[src/rtl/fpm_pkg.sv]
package fpm_pkg;

    localparam int EXP_W   = 8;
    localparam int FRAC_W  = 23;
    localparam int WORD_W  = 1 + EXP_W + FRAC_W;
    localparam int MANT_W  = FRAC_W + 1;
    localparam int PROD_W  = 2 * MANT_W;
    localparam int BIAS    = (1 << (EXP_W - 1)) - 1;
    localparam int EXP_MAX = (1 << EXP_W) - 1;

    // control/status bit positions
    localparam int CB_INV = 0;
    localparam int CB_OVF = 2;
    localparam int CB_UNF = 3;
    localparam int CB_INX = 4;
    localparam int CB_IDN = 7;
    localparam int CB_FZ  = 24;
    localparam int CB_DN  = 25;

    localparam logic [31:0] FLAG_MASK = (32'd1 << CB_INV) | (32'd1 << CB_OVF) |
                                        (32'd1 << CB_UNF) | (32'd1 << CB_INX) |
                                        (32'd1 << CB_IDN);
    localparam logic [31:0] CTRL_WMASK = FLAG_MASK | (32'd1 << CB_FZ) | (32'd1 << CB_DN);

    typedef enum logic [1:0] {
        OP_MUL = 2'd0,
        OP_ABS = 2'd1,
        OP_NEG = 2'd2,
        OP_MOV = 2'd3
    } fpm_op_e;

    typedef struct packed {
        logic              sign;
        logic [EXP_W-1:0]  exp;
        logic [FRAC_W-1:0] frac;
    } fp_word_t;

    typedef struct packed {
        logic              sign;
        logic              is_zero;
        logic              is_inf;
        logic              is_nan;
        logic              is_snan;
        logic              flushed;
        logic [EXP_W-1:0]  eff_exp;
        logic [MANT_W-1:0] mant;
    } fp_class_t;

    typedef struct packed {
        logic inv;
        logic ovf;
        logic unf;
        logic inx;
        logic idn;
    } fpm_flags_t;

    localparam fp_word_t CANON_NAN = '{sign: 1'b0, exp: '1,
                                       frac: {1'b1, {(FRAC_W-1){1'b0}}}};

    function automatic fp_word_t quieten(input fp_word_t w);
        fp_word_t q;
        q = w;
        q.frac[FRAC_W-1] = 1'b1;
        return q;
    endfunction

    function automatic int lead_zeros(input logic [PROD_W-1:0] v);
        int n;
        n = PROD_W;
        for (int i = 0; i < PROD_W; i++) begin
            if (v[i]) n = PROD_W - 1 - i;
        end
        return n;
    endfunction

    function automatic logic [31:0] flags_to_word(input fpm_flags_t f);
        logic [31:0] w;
        w = '0;
        w[CB_INV] = f.inv;
        w[CB_OVF] = f.ovf;
        w[CB_UNF] = f.unf;
        w[CB_INX] = f.inx;
        w[CB_IDN] = f.idn;
        return w;
    endfunction

endpackage

[src/rtl/fpm_classify.sv]
module fpm_classify
    import fpm_pkg::*;
(
    input  fp_word_t  word,
    input  logic      flush_en,
    output fp_class_t cls
);
    logic exp_zero, frac_zero, exp_full, denorm;

    always_comb begin
        exp_zero  = (word.exp == '0);
        frac_zero = (word.frac == '0);
        exp_full  = (word.exp == '1);
        denorm    = exp_zero && !frac_zero;

        cls.sign    = word.sign;
        cls.flushed = flush_en && denorm;
        cls.is_zero = exp_zero && (frac_zero || cls.flushed);
        cls.is_inf  = exp_full && frac_zero;
        cls.is_nan  = exp_full && !frac_zero;
        cls.is_snan = cls.is_nan && !word.frac[FRAC_W-1];
        cls.eff_exp = exp_zero ? EXP_W'(1) : word.exp;
        cls.mant    = {!exp_zero, word.frac};
    end
endmodule

[src/rtl/fpm_special.sv]
module fpm_special
    import fpm_pkg::*;
(
    input  fp_word_t  word_a,
    input  fp_word_t  word_b,
    input  fp_class_t cls_a,
    input  fp_class_t cls_b,
    input  logic      canon_en,
    output logic      hit,
    output fp_word_t  word,
    output logic      invalid
);
    logic prod_sign, any_nan, inf_zero;

    always_comb begin
        prod_sign = cls_a.sign ^ cls_b.sign;
        any_nan   = cls_a.is_nan || cls_b.is_nan;
        inf_zero  = (cls_a.is_inf && cls_b.is_zero) || (cls_b.is_inf && cls_a.is_zero);
        hit       = 1'b1;
        invalid   = 1'b0;
        word      = '0;

        if (any_nan) begin
            invalid = cls_a.is_snan || cls_b.is_snan;
            if (canon_en)          word = CANON_NAN;
            else if (cls_a.is_snan) word = quieten(word_a);
            else if (cls_b.is_snan) word = quieten(word_b);
            else if (cls_a.is_nan)  word = word_a;
            else                    word = word_b;
        end else if (inf_zero) begin
            invalid = 1'b1;
            word    = CANON_NAN;
        end else if (cls_a.is_inf || cls_b.is_inf) begin
            word = '{sign: prod_sign, exp: '1, frac: '0};
        end else if (cls_a.is_zero || cls_b.is_zero) begin
            word = '{sign: prod_sign, exp: '0, frac: '0};
        end else begin
            hit = 1'b0;
        end
    end
endmodule

[src/rtl/fpm_mul_core.sv]
module fpm_mul_core
    import fpm_pkg::*;
(
    input  fp_class_t cls_a,
    input  fp_class_t cls_b,
    input  logic      flush_en,
    output fp_word_t  word,
    output logic      ovf,
    output logic      unf,
    output logic      inx
);
    logic [PROD_W-1:0]   prod, norm, shifted, lost_mask;
    logic [MANT_W-1:0]   keep;
    logic                guard, sticky, round_up, inexact, tiny, big;
    logic [EXP_W-1:0]    exp_enc;
    logic [WORD_W-2:0]   pre, rounded;
    logic                sign;
    int                  lz, e_unb, sh;

    always_comb begin
        sign   = cls_a.sign ^ cls_b.sign;
        prod   = {{MANT_W{1'b0}}, cls_a.mant} * {{MANT_W{1'b0}}, cls_b.mant};
        lz     = lead_zeros(prod);
        norm   = prod << lz;
        e_unb  = int'(cls_a.eff_exp) + int'(cls_b.eff_exp) - (BIAS - 1) - lz;
        big    = (e_unb >= EXP_MAX);

        if (e_unb >= 1)              sh = 0;
        else if (1 - e_unb > PROD_W) sh = PROD_W;
        else                         sh = 1 - e_unb;

        shifted   = norm >> sh;
        lost_mask = ~({PROD_W{1'b1}} << sh);
        keep      = shifted[PROD_W-1 -: MANT_W];
        guard     = shifted[PROD_W-1-MANT_W];
        sticky    = (|shifted[PROD_W-2-MANT_W:0]) || (|(norm & lost_mask));
        inexact   = guard || sticky;
        round_up  = guard && (sticky || keep[0]);

        exp_enc   = (e_unb >= 1 && !big) ? e_unb[EXP_W-1:0] : '0;
        pre       = {exp_enc, keep[FRAC_W-1:0]};
        rounded   = pre + {{(WORD_W-2){1'b0}}, round_up};
        tiny      = (rounded[WORD_W-2 -: EXP_W] == '0);

        ovf  = 1'b0;
        unf  = 1'b0;
        inx  = 1'b0;
        word = {sign, rounded};
        if (big || rounded[WORD_W-2 -: EXP_W] == '1) begin
            ovf  = 1'b1;
            inx  = 1'b1;
            word = '{sign: sign, exp: '1, frac: '0};
        end else if (tiny && flush_en) begin
            unf  = 1'b1;
            word = '{sign: sign, exp: '0, frac: '0};
        end else begin
            inx = inexact;
            unf = tiny && inexact;
        end
    end
endmodule

[src/rtl/fpm_ctrl_reg.sv]
module fpm_ctrl_reg
    import fpm_pkg::*;
(
    input  logic        clk,
    input  logic        rst,
    input  logic        wr,
    input  logic [31:0] wdata,
    input  logic        upd,
    input  fpm_flags_t  new_flags,
    output logic [31:0] ctrl
);
    logic [31:0] base;

    always_comb base = wr ? (wdata & CTRL_WMASK) : ctrl;

    always_ff @(posedge clk) begin
        if (rst) ctrl <= '0;
        else     ctrl <= base | (upd ? flags_to_word(new_flags) : 32'd0);
    end
endmodule

[src/rtl/fpmul_unit.sv]
module fpmul_unit
    import fpm_pkg::*;
(
    input  logic        clk,
    input  logic        rst,
    input  logic        op_valid,
    input  logic [1:0]  op_code,
    input  logic [31:0] src_a,
    input  logic [31:0] src_b,
    input  logic        cfg_wr,
    input  logic [31:0] cfg_wdata,
    output logic [31:0] cfg_word,
    output logic        res_valid,
    output logic [31:0] res_word
);
    fpm_op_e    op;
    logic       arith, fz_on, dn_on;
    fp_word_t   words [2];
    fp_class_t  cls   [2];
    fp_word_t   sp_word, core_word, next_word;
    logic       sp_hit, sp_inv, c_ovf, c_unf, c_inx;
    fpm_flags_t flags;

    always_comb begin
        op       = fpm_op_e'(op_code);
        arith    = (op == OP_MUL);
        fz_on    = cfg_word[CB_FZ];
        dn_on    = cfg_word[CB_DN];
        words[0] = src_a;
        words[1] = src_b;
    end

    for (genvar g = 0; g < 2; g++) begin : g_cls
        fpm_classify u_cls (
            .word     (words[g]),
            .flush_en (fz_on && arith),
            .cls      (cls[g])
        );
    end

    fpm_special u_special (
        .word_a   (words[0]),
        .word_b   (words[1]),
        .cls_a    (cls[0]),
        .cls_b    (cls[1]),
        .canon_en (dn_on),
        .hit      (sp_hit),
        .word     (sp_word),
        .invalid  (sp_inv)
    );

    fpm_mul_core u_core (
        .cls_a    (cls[0]),
        .cls_b    (cls[1]),
        .flush_en (fz_on),
        .word     (core_word),
        .ovf      (c_ovf),
        .unf      (c_unf),
        .inx      (c_inx)
    );

    always_comb begin
        flags     = '0;
        next_word = words[0];
        unique case (op)
            OP_ABS: next_word.sign = 1'b0;
            OP_NEG: next_word.sign = ~words[0].sign;
            OP_MOV: next_word = words[0];
            OP_MUL: begin
                flags.idn = cls[0].flushed || cls[1].flushed;
                if (sp_hit) begin
                    next_word = sp_word;
                    flags.inv = sp_inv;
                end else begin
                    next_word = core_word;
                    flags.ovf = c_ovf;
                    flags.unf = c_unf;
                    flags.inx = c_inx;
                end
            end
            default: next_word = words[0];
        endcase
    end

    fpm_ctrl_reg u_ctrl (
        .clk       (clk),
        .rst       (rst),
        .wr        (cfg_wr),
        .wdata     (cfg_wdata),
        .upd       (op_valid && arith),
        .new_flags (flags),
        .ctrl      (cfg_word)
    );

    always_ff @(posedge clk) begin
        if (rst) begin
            res_valid <= 1'b0;
            res_word  <= '0;
        end else begin
            res_valid <= op_valid;
            if (op_valid) res_word <= next_word;
        end
    end
endmodule

[config.mk]
export PLATFORM = sky130hd
export DESIGN_NAME = fpmul_unit
export DESIGN_NICKNAME = d
export VERILOG_FILES = /design/src/rtl/fpm_pkg.sv /design/src/rtl/fpm_classify.sv /design/src/rtl/fpm_special.sv /design/src/rtl/fpm_mul_core.sv /design/src/rtl/fpm_ctrl_reg.sv /design/src/rtl/fpmul_unit.sv
export SDC_FILE = /design/constraint.sdc
export NUM_CORES = 2
export LEC_CHECK = 0
export BUFFER_PORTS_ARGS = -buffer_cell sky130_fd_sc_hd__buf_2
export CORE_ASPECT_RATIO = 0.5
export CORE_MARGIN = 2
export CORE_UTILIZATION = 60
export CTS_CLUSTER_SIZE = 16
export DETAILED_ROUTE_END_ITERATION = 10
export HOLD_SLACK_MARGIN = 0.03
export PLACE_DENSITY = 0.83
export SLEW_MARGIN = 25
export SYNTH_ARGS = -nofsm -noshare
export SYNTH_HDL_FRONTEND = slang
export SYNTH_HIERARCHICAL = 1
export SYNTH_SLANG_ARGS = --single-unit
[constraint.sdc]
create_clock -name clk -period 19.5 [get_ports clk]
set_input_delay 1.95 -clock clk [delete_from_list [all_inputs] [get_ports clk]]
set_output_delay 1.95 -clock clk [all_outputs]
set_load 0.01 [all_outputs]
# After elaboration in Yosys (flattened, before gate mapping)
# Index checks and enable logic that the tools add are counted.
# op_classes
addsub	5
multipliers	1
order_cmp	3
n_eq_ne	6
n_shift	3
n_mux	82
bitwise_logic	5
n_reduce_logical	47
# ops
cell	n
2-to-1 mux 32 bit	12
2-to-1 mux 6 bit	32
2-to-1 mux 31 bit	3
2-to-1 mux 5 bit	17
AND 48 bit	1
multiplier 24 x 24 -> 48 bit	1
inverter 48 bit	1
OR reduction 48 bit	1
left shift 48 x 32 -> 48 bit (first input constant)	1
left shift 48 x 6 -> 48 bit	1
right shift 48 x 32 -> 47 bit	1
zero test 23 bit	2
greater-or-equal comparator 32 x 2 -> 1 bit (second input constant)	1
greater-or-equal comparator 32 x 9 -> 1 bit (second input constant)	1
> comparator 32 x 7 -> 1 bit (second input constant)	1
2-to-1 mux 8 bit	4
OR 32 bit	1
subtractor 2 x 32 -> 32 bit (first input constant)	1
subtractor 32 x 7 -> 32 bit	1
subtractor 32 x 8 -> 32 bit (second input constant)	1
adder 31 x 1 -> 31 bit	1
equality test 8 bit (second input constant)	3
zero test 8 bit	3
OR reduction 23 bit	1
12 further kinds	60
# totals
reg_bits	65
inputBits	102
output_inout_bits	65
wordCells	155

# Depth between registers and ports, before layout
# depth
word_depth	72
depth_mapped	77
depth_no_buf	64

# Modules after synthesis
# Netlist, hierarchy kept.
# modules_own_cells
mod	n_inst	cells_each	area_each_um2	seq_area_each_um2
fpm_mul_core	1	4267	32941.6	0.0
fpmul_unit	1	231	1926.8	660.6
fpm_classify	2	54	402.9	0.0
fpm_special	1	129	689.4	0.0
fpm_ctrl_reg	1	53	464.2	140.1

# Least setup slack after synthesis
# No wires, ideal clock.
# synth_timing
kind	in2reg
startpoint	input port src_a[23]
endpoint	register u_ctrl.ctrl[3]
setup_ps	70
t_arrival_ps	18175
setup_slack_ps	1255
stages	68
path_buffers	11
path_cell_list	nor4_2 nand2_1 clkbuf_1 and2_1 fa_1 inv_1 fa_1 fa_1 fa_1 fa_1 fa_1 fa_1 inv_1 ha_1 buf_2 a211oi_1 o21ai_0 a31oi_1 [32 not listed] clkbuf_1 clkbuf_1 mux2i_1 nand3_1 o211ai_1 a21oi_2 nor2_1 ha_1 inv_1 nor4b_4 nand4_1 or4_1 xnor2_1 o2111ai_1 a211oi_1 nor3b_2 nand2_1 a21oi_1
# synth_rtl
element	line	text
start: declaration	fpmul_unit.sv:8	input logic [31:0] src_a,
end signal: assignment	fpm_ctrl_reg.sv:18	else ctrl <= base | (upd ? flags_to_word(new_flags) : 32'd0);
end: declaration	fpm_ctrl_reg.sv:10	output logic [31:0] ctrl

==> qor.yml <==
final_layout:
  syn_to_final_growth_pct: 5.98
  final_cells: 5640
  n_fill_cell: 4784
  drive_gt1_share_pct: 11.9
  fin_nets: 5595
setup_path:
  cp_slowest_cell: "fa_1"
  arrival_ns: 19.22
  critical_path.top_delay_family: "compound AO/OA/AOI/OAI gates"
  required_ns: 19.69
  slowest_delay_ns: 0.54
  startpoint: "src_b[30]"
  r2r-start: "u_ctrl/ctrl[24]$_SDFFE_PP0P_"
  worstSetupPathType: "input pin to register"
  r2r_setup_slack_ns: 17.07
  startpoint_type: "input pin"
  path_max_fanout: 24
  path_buf_inv: 16
  cp-end-kind: "register"
synth:
  ys_seq_area_share_pct: 2.17
  ys_top_cells_by_area: "fa_1 26%, and2_1 9.1%, ha_1 6.9%"
  postSynthAreaPerCell_um2: 7.69
  synth_edf_count: 0
  synthFlopType: "dfxtp_1"
  synth_cell_types: 126
  ys_warn_count: 6
  synth-seq-cells: 40
  yosys.area.top_type: "fa_1"
  yosysMostFrequentCell: "inv_1"
  async_flop_share_pct: 0
  syn_area_mm2: 0.0368
  netlist.area_leader.share_pct: 26.3
  synth_commonest_cells: "583 x inv_1, 538 x and2_1, 484 x fa_1"
  synthCells: 4788
sta:
  finalClockSkew_ns: 0.00706
  rsz0062_at_grt: "no"
  slew_headroom_pct: 24.6
  tightest_slew_ns: 1.13
  slew_viol_final: 0
  max_freq_ghz: 0.0525
  hold_violations: 0
  finalCritPeriodShare_pct: 97.6
  min_period_ns: 19.03
  setup_viol: 0
detailed_routing:
  routedWlPerCell_um: 28.5
  finalWirelength_um: 161000
  dr.pass1.iters: 9
  drtIter0Drc: 7304
  vias: 40200
  drc: 0
  antenna_left: 0
  viasPerCell: 7.13
clock_network:
  clock_latency_ns: 0.29
  cts_max_path_buffers: 2
  cts_root_buf: "clkbuf_16"
  cts.clk_slew.worst_paths_ns: 0.06
  cts_tree: "built"
  htree_num_levels: 2
  cts_buffers: 5
  cts.sinks: 40
placement:
  gp_congestion: 1.04
  dp.cells: 5620
  hpwlAfterDp_um: 126000
  io_buffers: 116
floorplanning:
  rows: 64
  coreArea_mm2: 0.0609
  start_util_pct: 60.4
  io_pins: 167
  die-height_um: 179
  dieArea_mm2: 0.0635
  die_x_um: 354
global_route:
  grt_pass1_vias: 39000
  grt_max_degree: 68
  overflow: 0
  antenna_found_initial: 17
  grt_util_all_layers_pct: 48.7
  grt_pass1_wl_um: 236000
min_path:
  worstHoldStart: "u_ctrl/ctrl[2]$_SDFF_PP0_"
  min_path_type: "register to register"
outcome:
  status: "complete, no violations"
run:
  cap_violations: 0
==> layout make-up <==
class / instances / area, um2 / area share [%]
diodes: 9 / 22.5 / 0.0577
clock buffers: 7 / 153 / 0.391
clock inverters: 1 / 30.0 / 0.0769
inverters: 589 / 2210 / 5.67
multi-input cells: 3792 / 32100 / 82.3
flip-flops and latches: 40 / 801 / 2.05
well taps: 825 / 1030 / 2.64
repair buffers: 377 / 2660 / 6.82
==> registers in the layout, indices dropped and copies added, names as in the netlist <==
name / flops
res_valid: 1
res_word: 32
u_ctrl/ctrl: 7
==> logic make-up (layout without fill, tap and decap cells) <==
kind of cell | Yosys count | in the layout | synth area share, %
flip-flops | 40 | 40 | 2.17
AND/OR/NAND/NOR | 1766 | 1766 | 26.2
adder cells (fa/ha/maj) | 689 | 689 | 33.3
multiplexers | 89 | 89 | 2.69
buffers and inverters | 980 | 974 | 11.6
other | 1 | 34 | 0.0102
XOR/XNOR | 86 | 86 | 2.05
AO/OA/AOI/OAI | 1137 | 1137 | 22.0
==> path summary, 6_finish.rpt <==
kind / to / depth (start not counted)
max: res_word[20]$_SDFFE_PP0P_ / 69
min: u_ctrl/ctrl[2]$_SDFF_PP0_ / 2
max reg2reg: res_word[31]$_SDFFE_PP0P_ / 9
min reg2reg: u_ctrl/ctrl[2]$_SDFF_PP0_ / 2
==> worst register-to-register path: stages, from the launching register on <==
cell,delay (ns)
dfxtp_1,0.50
inv_1,0.09
nor2_1,0.18
nand3_1,0.12
o21ai_1,0.17
nor2_1,0.12
nand2_4,0.56
mux2_2,0.42
nand2_1,0.07
a21oi_1,0.07
==> per-stage QoR <==
step	area [um2]	utilization (%)	hold WS (ns)	worst slack [ns]	setup TNS (ns)
detailed placement	38600	63.3	0.538	-0.0742	-0.184
global placement	38500	63.2	0.530	0.117	0
CTS	38800	63.6	0.548	0.142	0
floorplan	36900	-	0.552	1.26	0
finish	39000	64.0	0.552	0.468	0
global route	39000	64.0	0.595	0.0173	0
==> per-layer routing <==
| metal | vias up | GRT usage [%] | wire, um |
|---|---|---|---|
| met5 | - | 3.69 | 126 |
| met4 | 12 | 21.3 | 8120 |
| met3 | 875 | 19.4 | 25100 |
| met2 | 3655 | 70.0 | 65300 |
| met1 | 19200 | 64.3 | 62100 |
| li1 | 16500 | - | - |
==> cells in the final DEF (no fill, tap or decap), drive strengths merged, types with 23 or more instances in the layout <==
cell / synthesis / routed
nor4: 72 / 72
nand2: 318 / 318
and3: 23 / 23
conb: 1 / 25
and2: 543 / 543
o211ai: 90 / 90
o22ai: 41 / 41
a31oi: 89 / 89
a221oi: 27 / 27
ha: 204 / 204
inv: 588 / 588
nand3: 149 / 149
nor2: 256 / 256
nand2b: 61 / 61
a21oi: 255 / 255
buf: 195 / 370
nor2b: 45 / 45
o21ai: 177 / 177
or2: 31 / 31
a211oi: 85 / 85
xor2: 30 / 30
nand4: 49 / 49
fa: 484 / 484
xnor2: 56 / 56
nor3: 142 / 142
a21o: 40 / 40
a22oi: 31 / 31
o21a: 25 / 25
dfxtp: 40 / 40
mux2i: 71 / 71
a2111oi: 30 / 30
==> timing repair <==
| action | 4_1_cts | 5_1_grt |
|---|---|---|
| gates resized for setup | 0 | 39 |
| hold buffers | 0 | 0 |
| setup buffers | 0 | 3 |
| endpoints found under the setup margin | 0 | 34 |
Power is not shown: default switching activity piles up to over one toggle a cycle in this logic, so the estimate is an artifact.
